`src/rtl/wdg_pkg.sv`:
```
package wdg_pkg;

    typedef enum logic {
        WD_ARMED = 1'b0,
        WD_ALARM = 1'b1
    } wd_state_e;

    // filtered view of one asynchronous input
    typedef struct packed {
        logic lvl;
        logic rose;
        logic fell;
    } qual_sig_t;

    function automatic int unsigned pick_limit(
        input logic [1:0]  sel,
        input int unsigned t0,
        input int unsigned t1,
        input int unsigned t2,
        input int unsigned t3
    );
        case (sel)
            2'd0:    return t0;
            2'd1:    return t1;
            2'd2:    return t2;
            default: return t3;
        endcase
    endfunction

    function automatic int unsigned max_of(input int unsigned a, input int unsigned b);
        return (a > b) ? a : b;
    endfunction

    function automatic int unsigned bits_for(input int unsigned v);
        return (v < 2) ? 1 : $clog2(v + 1);
    endfunction

endpackage

```
`src/rtl/wdg_pulse_qual.sv`:
```
module wdg_pulse_qual
    import wdg_pkg::*;
#(
    parameter int unsigned SYNC_STAGES = 2,
    parameter int unsigned QUAL_CYC    = 4
) (
    input  logic      clk,
    input  logic      rst,
    input  logic      din_i,
    output qual_sig_t q_o
);
    localparam int unsigned RUN_W = bits_for(QUAL_CYC);

    logic [SYNC_STAGES-1:0] sync_q;
    logic [RUN_W-1:0]       run_q;
    logic                   samp;

    always_ff @(posedge clk) begin
        if (rst) sync_q <= '0;
        else     sync_q <= {sync_q[SYNC_STAGES-2:0], din_i};
    end

    assign samp = sync_q[SYNC_STAGES-1];

    // a new level is accepted after QUAL_CYC consecutive mismatching samples
    always_ff @(posedge clk) begin
        if (rst) begin
            run_q <= '0;
            q_o   <= '0;
        end else begin
            q_o.rose <= 1'b0;
            q_o.fell <= 1'b0;
            if (samp != q_o.lvl) begin
                if (run_q == RUN_W'(QUAL_CYC - 1)) begin
                    q_o.lvl  <= samp;
                    q_o.rose <= samp;
                    q_o.fell <= ~samp;
                    run_q    <= '0;
                end else begin
                    run_q <= run_q + 1'b1;
                end
            end else begin
                run_q <= '0;
            end
        end
    end
endmodule

```
`src/rtl/wdg_timeout_core.sv`:
```
module wdg_timeout_core
    import wdg_pkg::*;
#(
    parameter int unsigned CNT_W     = 8,
    parameter bit          DUAL_EDGE = 1'b1
) (
    input  logic             clk,
    input  logic             rst,
    input  logic             suspend,
    input  logic             svc_rose,
    input  logic             svc_fell,
    input  logic [1:0]       tsel_i,
    input  logic             at_lim,
    input  logic             at_pw,
    input  logic             min_low_ok,
    output logic [CNT_W-1:0] cnt_o,
    output logic [1:0]       sel_o,
    output wd_state_e        state_o
);
    logic svc_clear;
    logic alarm_done;
    logic seen_q;

    always_comb begin
        svc_clear = svc_rose | (DUAL_EDGE & svc_fell);
        if (DUAL_EDGE) alarm_done = at_pw;
        else           alarm_done = at_lim | (min_low_ok & (seen_q | svc_rose));
    end

    always_ff @(posedge clk) begin
        if (rst || suspend) begin
            state_o <= WD_ARMED;
            cnt_o   <= '0;
            sel_o   <= tsel_i;
            seen_q  <= 1'b0;
        end else begin
            case (state_o)
                WD_ARMED: begin
                    if (svc_clear) begin
                        cnt_o <= '0;
                        sel_o <= tsel_i;
                    end else if (at_lim) begin
                        state_o <= WD_ALARM;
                        cnt_o   <= '0;
                        sel_o   <= tsel_i;
                        seen_q  <= 1'b0;
                    end else begin
                        cnt_o <= cnt_o + 1'b1;
                    end
                end
                WD_ALARM: begin
                    if (alarm_done) begin
                        state_o <= WD_ARMED;
                        cnt_o   <= '0;
                        sel_o   <= tsel_i;
                        seen_q  <= 1'b0;
                    end else begin
                        cnt_o <= cnt_o + 1'b1;
                        if (svc_rose) seen_q <= 1'b1;
                    end
                end
                default: state_o <= WD_ARMED;
            endcase
        end
    end
endmodule

```
`src/rtl/wdg_supervisor.sv`:
```
module wdg_supervisor
    import wdg_pkg::*;
#(
    parameter int unsigned CYC_PER_US  = 250,
    parameter int unsigned TO0         = 3400 * CYC_PER_US,
    parameter int unsigned TO1         = 6300 * CYC_PER_US,
    parameter int unsigned TO2         = 102000 * CYC_PER_US,
    parameter int unsigned TO3         = 1600000 * CYC_PER_US,
    parameter int unsigned PW_CYC      = 10 * CYC_PER_US,
    parameter int unsigned MIN_LOW_CYC = 10 * CYC_PER_US,
    parameter int unsigned QUAL_CYC    = CYC_PER_US,
    parameter int unsigned SYNC_STAGES = 2,
    parameter bit          DUAL_EDGE   = 1'b1
) (
    input  logic       clk,
    input  logic       rst,
    input  logic       svc_i,
    input  logic       suspend_i,
    input  logic [1:0] tsel_i,
    output logic       alarm_n_o
);
    localparam int unsigned TO_MAX = max_of(max_of(TO0, TO1), max_of(TO2, TO3));
    localparam int unsigned SPAN   = max_of(TO_MAX, max_of(PW_CYC, MIN_LOW_CYC));
    localparam int unsigned CNT_W  = bits_for(SPAN);
    localparam int unsigned N_IN   = 2;

    logic [N_IN-1:0] raw_in;
    qual_sig_t       q_sig [N_IN];

    logic             suspend_act;
    logic [CNT_W-1:0] tmr_cnt;
    logic [CNT_W-1:0] tmr_lim;
    logic [1:0]       tmr_sel;
    wd_state_e        tmr_state;
    logic             at_lim, at_pw, min_low_ok;

    assign raw_in = {suspend_i, svc_i};

    for (genvar gi = 0; gi < N_IN; gi++) begin : g_in
        wdg_pulse_qual #(
            .SYNC_STAGES(SYNC_STAGES),
            .QUAL_CYC   (QUAL_CYC)
        ) u_qual (
            .clk  (clk),
            .rst  (rst),
            .din_i(raw_in[gi]),
            .q_o  (q_sig[gi])
        );
    end

    // suspension holds through the cycle of its release pulse, matching the service latency
    assign suspend_act = q_sig[1].lvl | q_sig[1].rose | q_sig[1].fell;

    assign tmr_lim    = CNT_W'(pick_limit(tmr_sel, TO0, TO1, TO2, TO3));
    assign at_lim     = (tmr_cnt == tmr_lim - 1'b1);
    assign at_pw      = (tmr_cnt == CNT_W'(PW_CYC - 1));
    assign min_low_ok = (tmr_cnt >= CNT_W'(MIN_LOW_CYC - 1));

    wdg_timeout_core #(
        .CNT_W    (CNT_W),
        .DUAL_EDGE(DUAL_EDGE)
    ) u_core (
        .clk       (clk),
        .rst       (rst),
        .suspend   (suspend_act),
        .svc_rose  (q_sig[0].rose),
        .svc_fell  (q_sig[0].fell),
        .tsel_i    (tsel_i),
        .at_lim    (at_lim),
        .at_pw     (at_pw),
        .min_low_ok(min_low_ok),
        .cnt_o     (tmr_cnt),
        .sel_o     (tmr_sel),
        .state_o   (tmr_state)
    );

    assign alarm_n_o = (tmr_state == WD_ARMED);
endmodule

```
`config.mk`:
```
export PLATFORM = sky130hd
export DESIGN_NAME = wdg_supervisor
export DESIGN_NICKNAME = d
export VERILOG_FILES = /design/src/rtl/wdg_pkg.sv /design/src/rtl/wdg_pulse_qual.sv /design/src/rtl/wdg_timeout_core.sv /design/src/rtl/wdg_supervisor.sv
export SDC_FILE = /design/constraint.sdc
export NUM_CORES = 1
export LEC_CHECK = 0
export ABC_AREA = 1
export BUFFER_PORTS_ARGS = -buffer_cell sky130_fd_sc_hd__buf_2
export CELL_PAD_IN_SITES_DETAIL_PLACEMENT = 2
export CELL_PAD_IN_SITES_GLOBAL_PLACEMENT = 2
export CORE_ASPECT_RATIO = 1.5
export CORE_MARGIN = 2
export CORE_UTILIZATION = 36
export CTS_CLUSTER_SIZE = 10
export DETAILED_ROUTE_END_ITERATION = 10
export HOLD_SLACK_MARGIN = 0.08
export PLACE_DENSITY = 0.81
export SETUP_SLACK_MARGIN = 0.15
export SKIP_LAST_GASP = 1
export SYNTH_ARGS = -nofsm -noshare
export SYNTH_HDL_FRONTEND = slang
export SYNTH_SLANG_ARGS = --single-unit
```
`constraint.sdc`:
```
create_clock -name clk -period 2.95 [get_ports clk]
set_input_delay 0 -clock clk [delete_from_list [all_inputs] [get_ports clk]]
set_output_delay 0 -clock clk [all_outputs]
set_load 0.01 [all_outputs]
```
==> Word-level counts from Yosys, hierarchy flattened <==
Cells that the tools add are included.
{ "word_totals": {"regBits": 58, "latch_bits": 0, "mem_bits_rw": 0, "romBits": 0, "in_bits": 6, "out_inout_bits": 1, "elab_cells": 60, "mem_count": 0} }
{ "classes": {"add_sub_neg": 4, "multipliers": 0, "div_mod_pow": 0, "n_lt_le_gt_ge": 0, "eq_ne": 10, "shift": 0, "n_mux": 14, "bitwise_logic": 10, "reduce_logical": 9} }
{ "ops": {"columns": ["cell", "n"], "rows": [
  ["$mux 29", 3],
  ["$pmux 29 s3", 1],
  ["$pmux 29 s2", 1],
  ["$add 29x1->29 const B", 1],
  ["$eq 29x12->1 const B", 1],
  ["$eq 29x29->1", 1],
  ["$sub 29x1->29 const B", 1],
  ["$add 8x1->8 const B", 2],
  ["$eq 8x8->1 const B", 2],
  ["$reduce_or 3->1", 4],
  ["$mux 2", 4],
  ["$not 1->1", 7],
  ["$reduce_and 2->1", 3],
  ["$ne 4x1->1 const B", 1],
  ["$pmux 2 s2", 1],
  ["$mux 1", 3],
  ["$ne 3x3->1 const B", 1],
  ["$or 1x1->1", 3],
  ["$eq 2x1->1 const B", 1],
  ["$eq 2x2->1 const B", 1],
  ["$logic_not 2->1", 1],
  ["$ne 1x1->1", 2],
  ["$pmux 1 s2", 1],
  ["$logic_or 1x1->1", 1]
]} }

==> Logic depth before layout (Yosys ltp) <==
Gate-level depths: netlist of run 1.
{ "logic_depth": {"depth_word": 8, "ltp_mapped": 16, "depth_no_buf": 15} }

==> Cells and area by module <==
A second synthesis of run 1 with hierarchy kept.
{ "unflattened": {"hier_cells": 561, "area_unflattened_um2": 3579.7} }
{ "modules_own_cells": {"columns": ["module", "instances", "cells_each", "area_per_inst_um2", "seq_area_each_um2"], "rows": [
  ["wdg_timeout_core", 1, 278, 1770.4, 660.6],
  ["wdg_pulse_qual", 2, 74, 584.3, 260.2],
  ["wdg_supervisor", 1, 135, 640.6, 0.0]
]} }

==> Worst setup path after synthesis of run 1 <==
Ideal clock, no wire load.
{ "synth_timing": {"kind": "reg2reg", "from": "reg u_core.sel_o[0]", "to": "reg u_core.sel_o[0], enable pin", "setup_ns": 0.292, "arrival_time_ns": 1.886, "required_ns": 2.658, "slack_ns": 0.772, "path_stages_with_launch": 16, "n_path_buf": 1, "period_less_slack_ns": 2.178, "cell_sequence": "edfxtp_1 ha_1 inv_1 ha_1 nand2_1 inv_1 nor2_1 nand2_1 nor2_1 nand2_1 nor2_2 nand3_1 nand2_1 nand2_1 nand2_2 buf_12"} }
{ "synth_between": {"elab_chain_len": 6, "elab_cells_between_ends": 8, "classes_between": "1 x add/sub; 4 x eq/ne; 1 x mux; 2 x reduce/logical"} }
{ "synth_lines": {"columns": ["item", "line", "rtl"], "rows": [
  ["start, declared", "wdg_timeout_core.sv:17", "output logic [1:0] sel_o,"],
  ["start signal, assigned", "wdg_timeout_core.sv:34", "sel_o <= tsel_i;"],
  ["start signal, assigned", "wdg_timeout_core.sv:41", "sel_o <= tsel_i;"],
  ["start signal, assigned", "wdg_timeout_core.sv:45", "sel_o <= tsel_i;"],
  ["$eq 2x2->1, or another cell as far along", "wdg_pkg.sv:22", "case (sel)"],
  ["$pmux 29 s3 (*)", "wdg_pkg.sv:22", null],
  ["$sub 29x1->29 (*)", "wdg_supervisor.sv:55", "assign at_lim = (tmr_cnt == tmr_lim - 1'b1);"],
  ["$eq 29x29->1 (*)", "wdg_supervisor.sv:55", null],
  ["$ne 4x1->1 (no line) (*)", null, null],
  ["$reduce_and 2->1 (no line) (*)", null, null]
]} }
Mark *: on every way between the ends. The rest lies on a longest branch, timed or not.
A chain may end at the register's enable or synchronous reset.

==> Final worst setup path of run 1 <==
{ "layout_timing": {"from": "reg u_core.sel_o[0]", "to": "reg u_core.cnt_o[27]"} }
{ "layout_between": {"elab_chain_len": 7, "elab_cells_between_ends": 9, "classes_between": "1 x add/sub; 3 x eq/ne; 4 x mux; 1 x reduce/logical"} }
{ "layout_lines": {"columns": ["item", "line", "rtl"], "rows": [
  ["$eq 2x2->1, or another cell as far along", "wdg_pkg.sv:22", null],
  ["$pmux 29 s3 (*)", "wdg_pkg.sv:22", null],
  ["$sub 29x1->29 (*)", "wdg_supervisor.sv:55", null],
  ["$eq 29x29->1 (*)", "wdg_supervisor.sv:55", null],
  ["$mux 29 (*)", "wdg_timeout_core.sv:42", "end else if (at_lim) begin"],
  ["$mux 29 (*)", "wdg_timeout_core.sv:39", "if (svc_clear) begin"],
  ["$pmux 29 s2 (*)", "wdg_timeout_core.sv:37", "case (state_o)"],
  ["end signal, assigned", "wdg_timeout_core.sv:48", "cnt_o <= cnt_o + 1'b1;"],
  ["end signal, assigned", "wdg_timeout_core.sv:58", "cnt_o <= cnt_o + 1'b1;"],
  ["end, declared", "wdg_timeout_core.sv:16", "output logic [CNT_W-1:0] cnt_o,"]
]} }
Marked as above.

==> impl_metrics.py, run 1 <==
metrics = {
    "run_status": {
        "status": "finished clean",
    },
    "worst_setup_path": {
        "r2r_setup_slack_ns": 0.43,
        "cp.required_ns": 3.16,
        "crit_start": "u_core.sel_o[0]",
        "reg2reg_from": "u_core.sel_o[0]",
        "critPathMostFrequentCell": "nand2_1",
        "critPathKind": "register to register",
        "cp.arrival_ns": 2.73,
        "worstPathCellList": "buf_4 -> inv_1 -> ha_1 -> inv_1 -> a21oi_1 -> nand2_1 -> nand2_1 -> inv_1 -> nor2_1 -> nand3_1 -> nand2_1 -> nand2_1 -> nand2_2 -> buf_6 -> nor2_1",
        "cp.depth": 15,
        "cp_max_fo": 29,
        "r2r-end": "u_core.cnt_o[27]",
        "cp-start-kind": "register",
        "slowest_stage": "edfxtp_1",
        "path_delay_family": "simple AND/OR/NAND/NOR gates",
        "worst-path-buf-inv": 5,
        "worst_path_largest_cell_delay_ns": 0.44,
        "rr_worst_depth": 15,
        "end_kind": "register",
    },
    "sta": {
        "period_share_pct": 85.26,
        "finClkSkew_ns": 0.005500,
        "final.min_clock_period_ns": 2.515,
        "hold_viol": 0,
        "rsz0062_at_grt": "false",
        "tightest_slew_ns": 0.5234,
        "fin_setup_tns_ns": 0,
        "layout_setup_ws_ns": 0.4350,
        "whs_ns": 0.3999,
        "maxSlewViolCount": 0,
        "slew_headroom_pct": 64.79,
        "timing.fmax_mhz": 397.6,
        "setup_viol_count_final": 0,
    },
    "die": {
        "rows": 42,
        "dieArea_sq_mm": 0.009770,
        "core-area_sq_mm": 0.008776,
        "initial_utilization_pct": 36.84,
        "die_h_um": 120.1,
        "io_pins": 7,
        "die_w_um": 81.38,
    },
    "detailed_routing": {
        "drtAntennaViolNets": 0,
        "num_vias": 3071,
        "first_pass_iters": 4,
        "drc": 0,
        "routedWlPerCell_um": 17.06,
        "routed_wl_um": 10290,
        "drt_iter0_drc": 111,
        "viasPerCell": 5.093,
    },
    "placement": {
        "post_dp_cell_area_sq_mm": 0.003351,
        "gp_congestion": 0.8369,
        "io_buffer_count": 6,
        "dp_hpwl_um": 7700,
        "dp_worst_setup_slack_ns": 0.3627,
    },
    "logic_synthesis": {
        "synth_cell_type_count": 33,
        "yosysTopAreaCellShare_pct": 34.67,
        "yosys-top-cells-area": "dfxtp_1 (35%), nand2_1 (12%), nor2_1 (10%)",
        "syn_area_sq_mm": 0.003233,
        "yosysSeqAreaShare_pct": 36.53,
        "yosys.area.top_type": "dfxtp_1",
        "synth_nets": 486,
        "ys_ff_latch": 58,
        "synth_warnings": 0,
        "syn_avg_cell_area_sq_um": 6.923,
        "postSynthCellCount": 467,
    },
    "finish": {
        "num-nets-final": 507,
        "fillers": 1070,
        "diodes": 0,
        "seq_area_sq_mm": 0.001181,
        "drive_gt1_share_pct": 10.14,
        "syn_to_final_growth_pct": 15.13,
        "multiInputGateArea_sq_mm": 0.001717,
        "stdcell_area_sq_mm": 0.003722,
    },
    "power_and_ir_drop": {
        "p_leak_nw": 1.538,
        "power.density_mw_per_mm2": 505.2,
        "ir_worst_vdd_uv": 288.4,
    },
    "grt": {
        "grt_pass1_wl_um": 17150,
        "antenna_found_initial": 0,
        "grt-ovfl-total": 0,
        "grt_pass1_vias": 3492,
        "grt_max_degree": 30,
        "grtUsageTotal_pct": 23.60,
    },
    "clock_tree": {
        "tritoncts": "yes",
        "cts.path.max_buffers": 2,
        "path_clk_slew_ns": 0.05,
        "clk_latency_ns": 0.33,
        "numCtsBuffers": 9,
        "clkSinkCount": 58,
        "htreeDepth": 3,
        "cts_root_buffer": "clkbuf_16",
    },
    "job": {
        "timing.max_cap.violations": 0,
    },
    "hold_path": {
        "min_path_type": "input port to register",
        "holdPathEnd": "u_core.sel_o[1]",
        "min_path_cells": 2,
        "hold_start": "tsel_i[1]",
    },
}
where the power goes:
part / switching [mW] / internal, mW / total, mW
sequential: 0.00881 / 0.798 / 0.806
combinational: 0.0578 / 0.0365 / 0.0942
clock: 0.368 / 0.612 / 0.980
registers in the layout, indices dropped and copies added, names as in the netlist:
register	flops
g_in.u_qual.run_q	16
u_core.state_o	1
g_in.u_qual.sync_q	4
u_core.cnt_o	29
u_core.sel_o	2
g_in.u_qual.q_o	6
area by class of cell:
type | instances | share of cell area [%]
Multi-Input combinational cell | 331 | 46.12
Sequential cell | 58 | 31.73
Inverter | 70 | 7.059
Clock buffer | 12 | 6.891
Timing Repair Buffer | 18 | 3.798
Tap cell | 110 | 3.697
Clock inverter | 4 | 0.7059
timing repair:
item | in CTS | in global routing
hold buffers | 7 | 0
gates resized for setup | 0 | 1
endpoints found under the setup margin | 0 | 29
hold endpoints to repair | 7 | 0
buffers inserted | 0 | 2
how the worst max path moves through the flow:
stage / to / slack [ns]
floorplan: u_core.sel_o[0] / 0.77
global placement: u_core.cnt_o[1] / 0.48
detailed placement: u_core.cnt_o[27] / 0.36
CTS: u_core.cnt_o[9] / 0.27
global route: u_core.cnt_o[22] / 0.18
finish: u_core.cnt_o[27] / 0.43
cells in the mapped netlist:
master,number
o21ai_0,4
o22ai_1,1
xor2_1,20
nor2_2,4
a21oi_1,9
a22oi_1,1
nor3_2,2
nand2_2,7
clkinv_1,1
o21ai_2,1
inv_1,65
buf_2,3
buf_6,3
nor3_1,19
nand4_1,15
nor3b_1,2
nand2_1,104
nor4_1,3
ha_1,13
nand3b_1,1
clkbuf_1,1
nor2_1,89
buf_12,1
edfxtp_1,2
inv_2,4
and3_1,2
nand4_2,1
nand3_1,21
dfxtp_1,56
xnor2_1,7
nor3_4,1
nor2_4,3
or2_2,1
cells by family (layout without fill, tap and decap cells):
kind of cell               count (synthesis)  in the layout  share of synthesized area [%]
buffers and inverters                     78            104                          10.37
AOI/OAI and AO/OA                         16             16                          2.709
and+or+nand+nor                          275            275                          38.04
xor gates and xnor gates                  27             27                          7.314
adders and majority gates                 13             13                          5.031
DFF                                       58             58                          36.53
placed cells by master, fill, tap and decap left out, types with 9 or more instances in the layout:
cell	n
xor2_1	20
nor2_1	89
nand4_1	15
clkbuf_16	9
nor3_1	19
a21oi_1	9
nand2_1	104
inv_1	65
nand3_1	21
dfxtp_1	56
ha_1	13
layer usage:
layer  vias up  routed length, um  track usage (%)
met2        58               5879            44.31
met3        35                235            4.436
met1      1489               3598            21.98
li1       1489                  -                -
met4         0                576            15.68
met5         -                  0                0
per-stage QoR:
stage	total power, mW	cells	util, %
2_1_floorplan	0.8855	467	-
3_3_place_gp	0.9006	578	38.18
3_5_place_dp	0.9065	578	38.18
4_1_cts	1.904	601	42.20
5_1_grt	1.951	603	42.42
6_report	1.880	603	42.42
(Power assumes the default switching activity.)
==> run 2, diff against run 1 <==
CORE_UTILIZATION = 35   (was 36)
PLACE_DENSITY = 0.82   (was 0.81)
SLEW_MARGIN = 20   (was default)
SYNTH_HIERARCHICAL = 1   (was default)
==> impl_metrics.py, run 2 <==
metrics = {
    "clock_tree": {
        "tritoncts": "yes",
        "cts_resized": 0,
        "clk_latency_ns": 0.34,
        "htreeDepth": 3,
        "path_clk_slew_ns": 0.05,
        "clkSinkCount": 58,
        "numCtsBuffers": 9,
        "cts.path.max_buffers": 2,
        "cts_root_buffer": "clkbuf_16",
    },
    "sta": {
        "finClkSkew_ns": 0.008016,
        "rsz0062_at_grt": "false",
        "slew_headroom_pct": 73.81,
        "maxSlewViolCount": 0,
        "timing.fmax_mhz": 383.3,
        "fin_setup_tns_ns": 0,
        "period_share_pct": 88.43,
        "tightest_slew_ns": 0.3914,
        "final.min_clock_period_ns": 2.609,
        "hold_viol": 0,
        "setup_viol_count_final": 0,
    },
    "power_and_ir_drop": {
        "p_switching_uw": 454.8,
        "sw_frac_of_total_pct": 23.41,
        "p_comb_share_pct": 5.1,
        "ir_worst_vdd_uv": 324.2,
        "intPower_mw": 1.488,
        "p_leak_nw": 1.686,
        "power.clock.fraction_pct": 53.3,
        "power.density_mw_per_mm2": 474.6,
        "power_frac_seq_pct": 41.6,
    },
    "worst_setup_path": {
        "crit_start": "u_core/sel_o[0]",
        "reg2reg_from": "u_core/sel_o[0]",
        "r2r_setup_slack_ns": 0.34,
        "r2r-end": "u_core/cnt_o[24]",
        "cp-start-kind": "register",
        "cp.arrival_ns": 2.88,
        "cp.required_ns": 3.22,
        "end_kind": "register",
        "critPathCapture": "u_core/cnt_o[24]",
        "critPathKind": "register to register",
        "rr_worst_depth": 15,
        "cp_max_fo": 17,
    },
    "finish": {
        "regMostFlops": "u_core/cnt_o",
        "largest_reg_flops": 29,
        "finish.utilization_pct": 42.00,
        "top_regs": "u_core/cnt_o (29), g_in.u_qual/run_q (16), g_in.u_qual/q_o (6)",
        "num-nets-final": 595,
        "stdcell_count": 696,
        "diodes": 0,
        "mostFrequentLayoutCells": "nand2_1 (149), nor2_1 (124), inv_1 (66), dfxtp_1 (56), nand3_1 (21)",
        "final_common_cell": "nand2_1",
        "drive_gt1_share_pct": 14.63,
        "syn_to_final_growth_pct": 16.24,
    },
    "grt": {
        "grtUsageTotal_pct": 23.70,
        "antenna_found_initial": 0,
        "grt_pass1_wl_um": 19640,
        "grt_pass1_vias": 3945,
        "grt_max_degree": 18,
        "grt-ovfl-total": 0,
    },
    "die": {
        "initial_utilization_pct": 36.13,
        "die_w_um": 85.89,
        "die_h_um": 126.8,
        "core-area_sq_mm": 0.009744,
        "io_pins": 7,
        "dieArea_sq_mm": 0.01089,
        "rows": 44,
    },
    "placement": {
        "gp_congestion": 0.8899,
        "io_buffer_count": 6,
        "dp_hpwl_um": 8905,
        "place_inst": 668,
    },
    "detailed_routing": {
        "drtAntennaViolNets": 0,
        "routedWlPerCell_um": 17.46,
        "first_pass_iters": 4,
        "viasPerCell": 5.080,
        "drc": 0,
        "num_vias": 3536,
        "drt_iter0_drc": 86,
        "routed_wl_um": 12160,
    },
    "logic_synthesis": {
        "syn_avg_cell_area_sq_um": 6.425,
        "synth_warnings": 6,
        "synth_nets": 567,
        "postSynthCellCount": 548,
        "syn_area_sq_mm": 0.003521,
    },
    "run_status": {
        "status": "finished clean",
    },
    "hold_path": {
        "min_path_type": "input port to register",
        "hold_start": "tsel_i[1]",
    },
    "job": {
        "timing.max_cap.violations": 0,
    },
}
## run 2: worst max-delay path, cell delays in order (launching register included)
cell	delay, ns
edfxtp_1	0.47
buf_4	0.18
inv_2	0.08
ha_1	0.26
o21ai_0	0.24
nor2_1	0.09
nand2_1	0.08
nor2_2	0.03
nand3_1	0.06
nor2_1	0.07
nor2_1	0.16
nand2_1	0.18
a21oi_4	0.28
buf_12	0.19
nand2_1	0.07
nor2_1	0.10
## run 2: routing by layer
metal | GRT usage, % | vias up | wire, um
met1 | 23.28 | 1737 | 4525
met4 | 10.92 | 0 | 432
met3 | 4.164 | 29 | 221
li1 | - | 1730 | -
met5 | 0 | - | 0
met2 | 46.37 | 40 | 6975
## run 2: how the worst min path moves through the flow
stage / slack, ns / to / cells past startpoint
5_1_grt: 0.39 / u_core/sel_o[0] / 2
3_3_place_gp: 0.18 / u_core/sel_o[1] / 1
6_report: 0.38 / u_core/sel_o[1] / 2
4_1_cts: 0.37 / u_core/sel_o[1] / 2
3_5_place_dp: 0.18 / u_core/sel_o[1] / 1
2_1_floorplan: 0.07 / g_in[0].u_qual/sync_q[0] / 1
## run 2: what timing repair did
| item | in CTS | in global routing |
|---|---|---|
| endpoints found under the setup margin | 0 | 25 |
| hold buffers | 7 | 0 |
| setup buffers | 0 | 4 |
| hold endpoints to repair | 6 | 0 |
## run 2: area by class of cell
class / count / area [sq um]
multi-input combinational: 407 / 2022
tap: 115 / 143.9
clock inverter: 5 / 55.05
clock buffer: 11 / 232.7
inverter: 82 / 307.8
timing repair buffer: 18 / 150.1
sequential: 58 / 1181
fill: 1220 / 5652
## run 2: power groups by stage
stage / registers [mW] / logic [mW] / clock network [mW]
3_3_place_gp: 0.825 / 0.0808 / 0
5_1_grt: 0.809 / 0.111 / 1.10
2_1_floorplan: 0.822 / 0.0603 / 0
6_report: 0.808 / 0.0995 / 1.03
3_5_place_dp: 0.825 / 0.0853 / 0
4_1_cts: 0.809 / 0.0933 / 1.06
## run 2: metrics by stage
step,cell area [sq um],setup slack (ns),hold slack (ns),total power [mW]
finish,4093,0.3412,0.3825,1.942
detailed placement,3696,0.3729,0.1833,0.9106
floorplan,3521,0.7385,0.07118,0.8821
CTS,4054,0.2845,0.3684,1.959
global placement,3696,0.4922,0.1785,0.9054
global route,4093,0.1844,0.3864,2.023
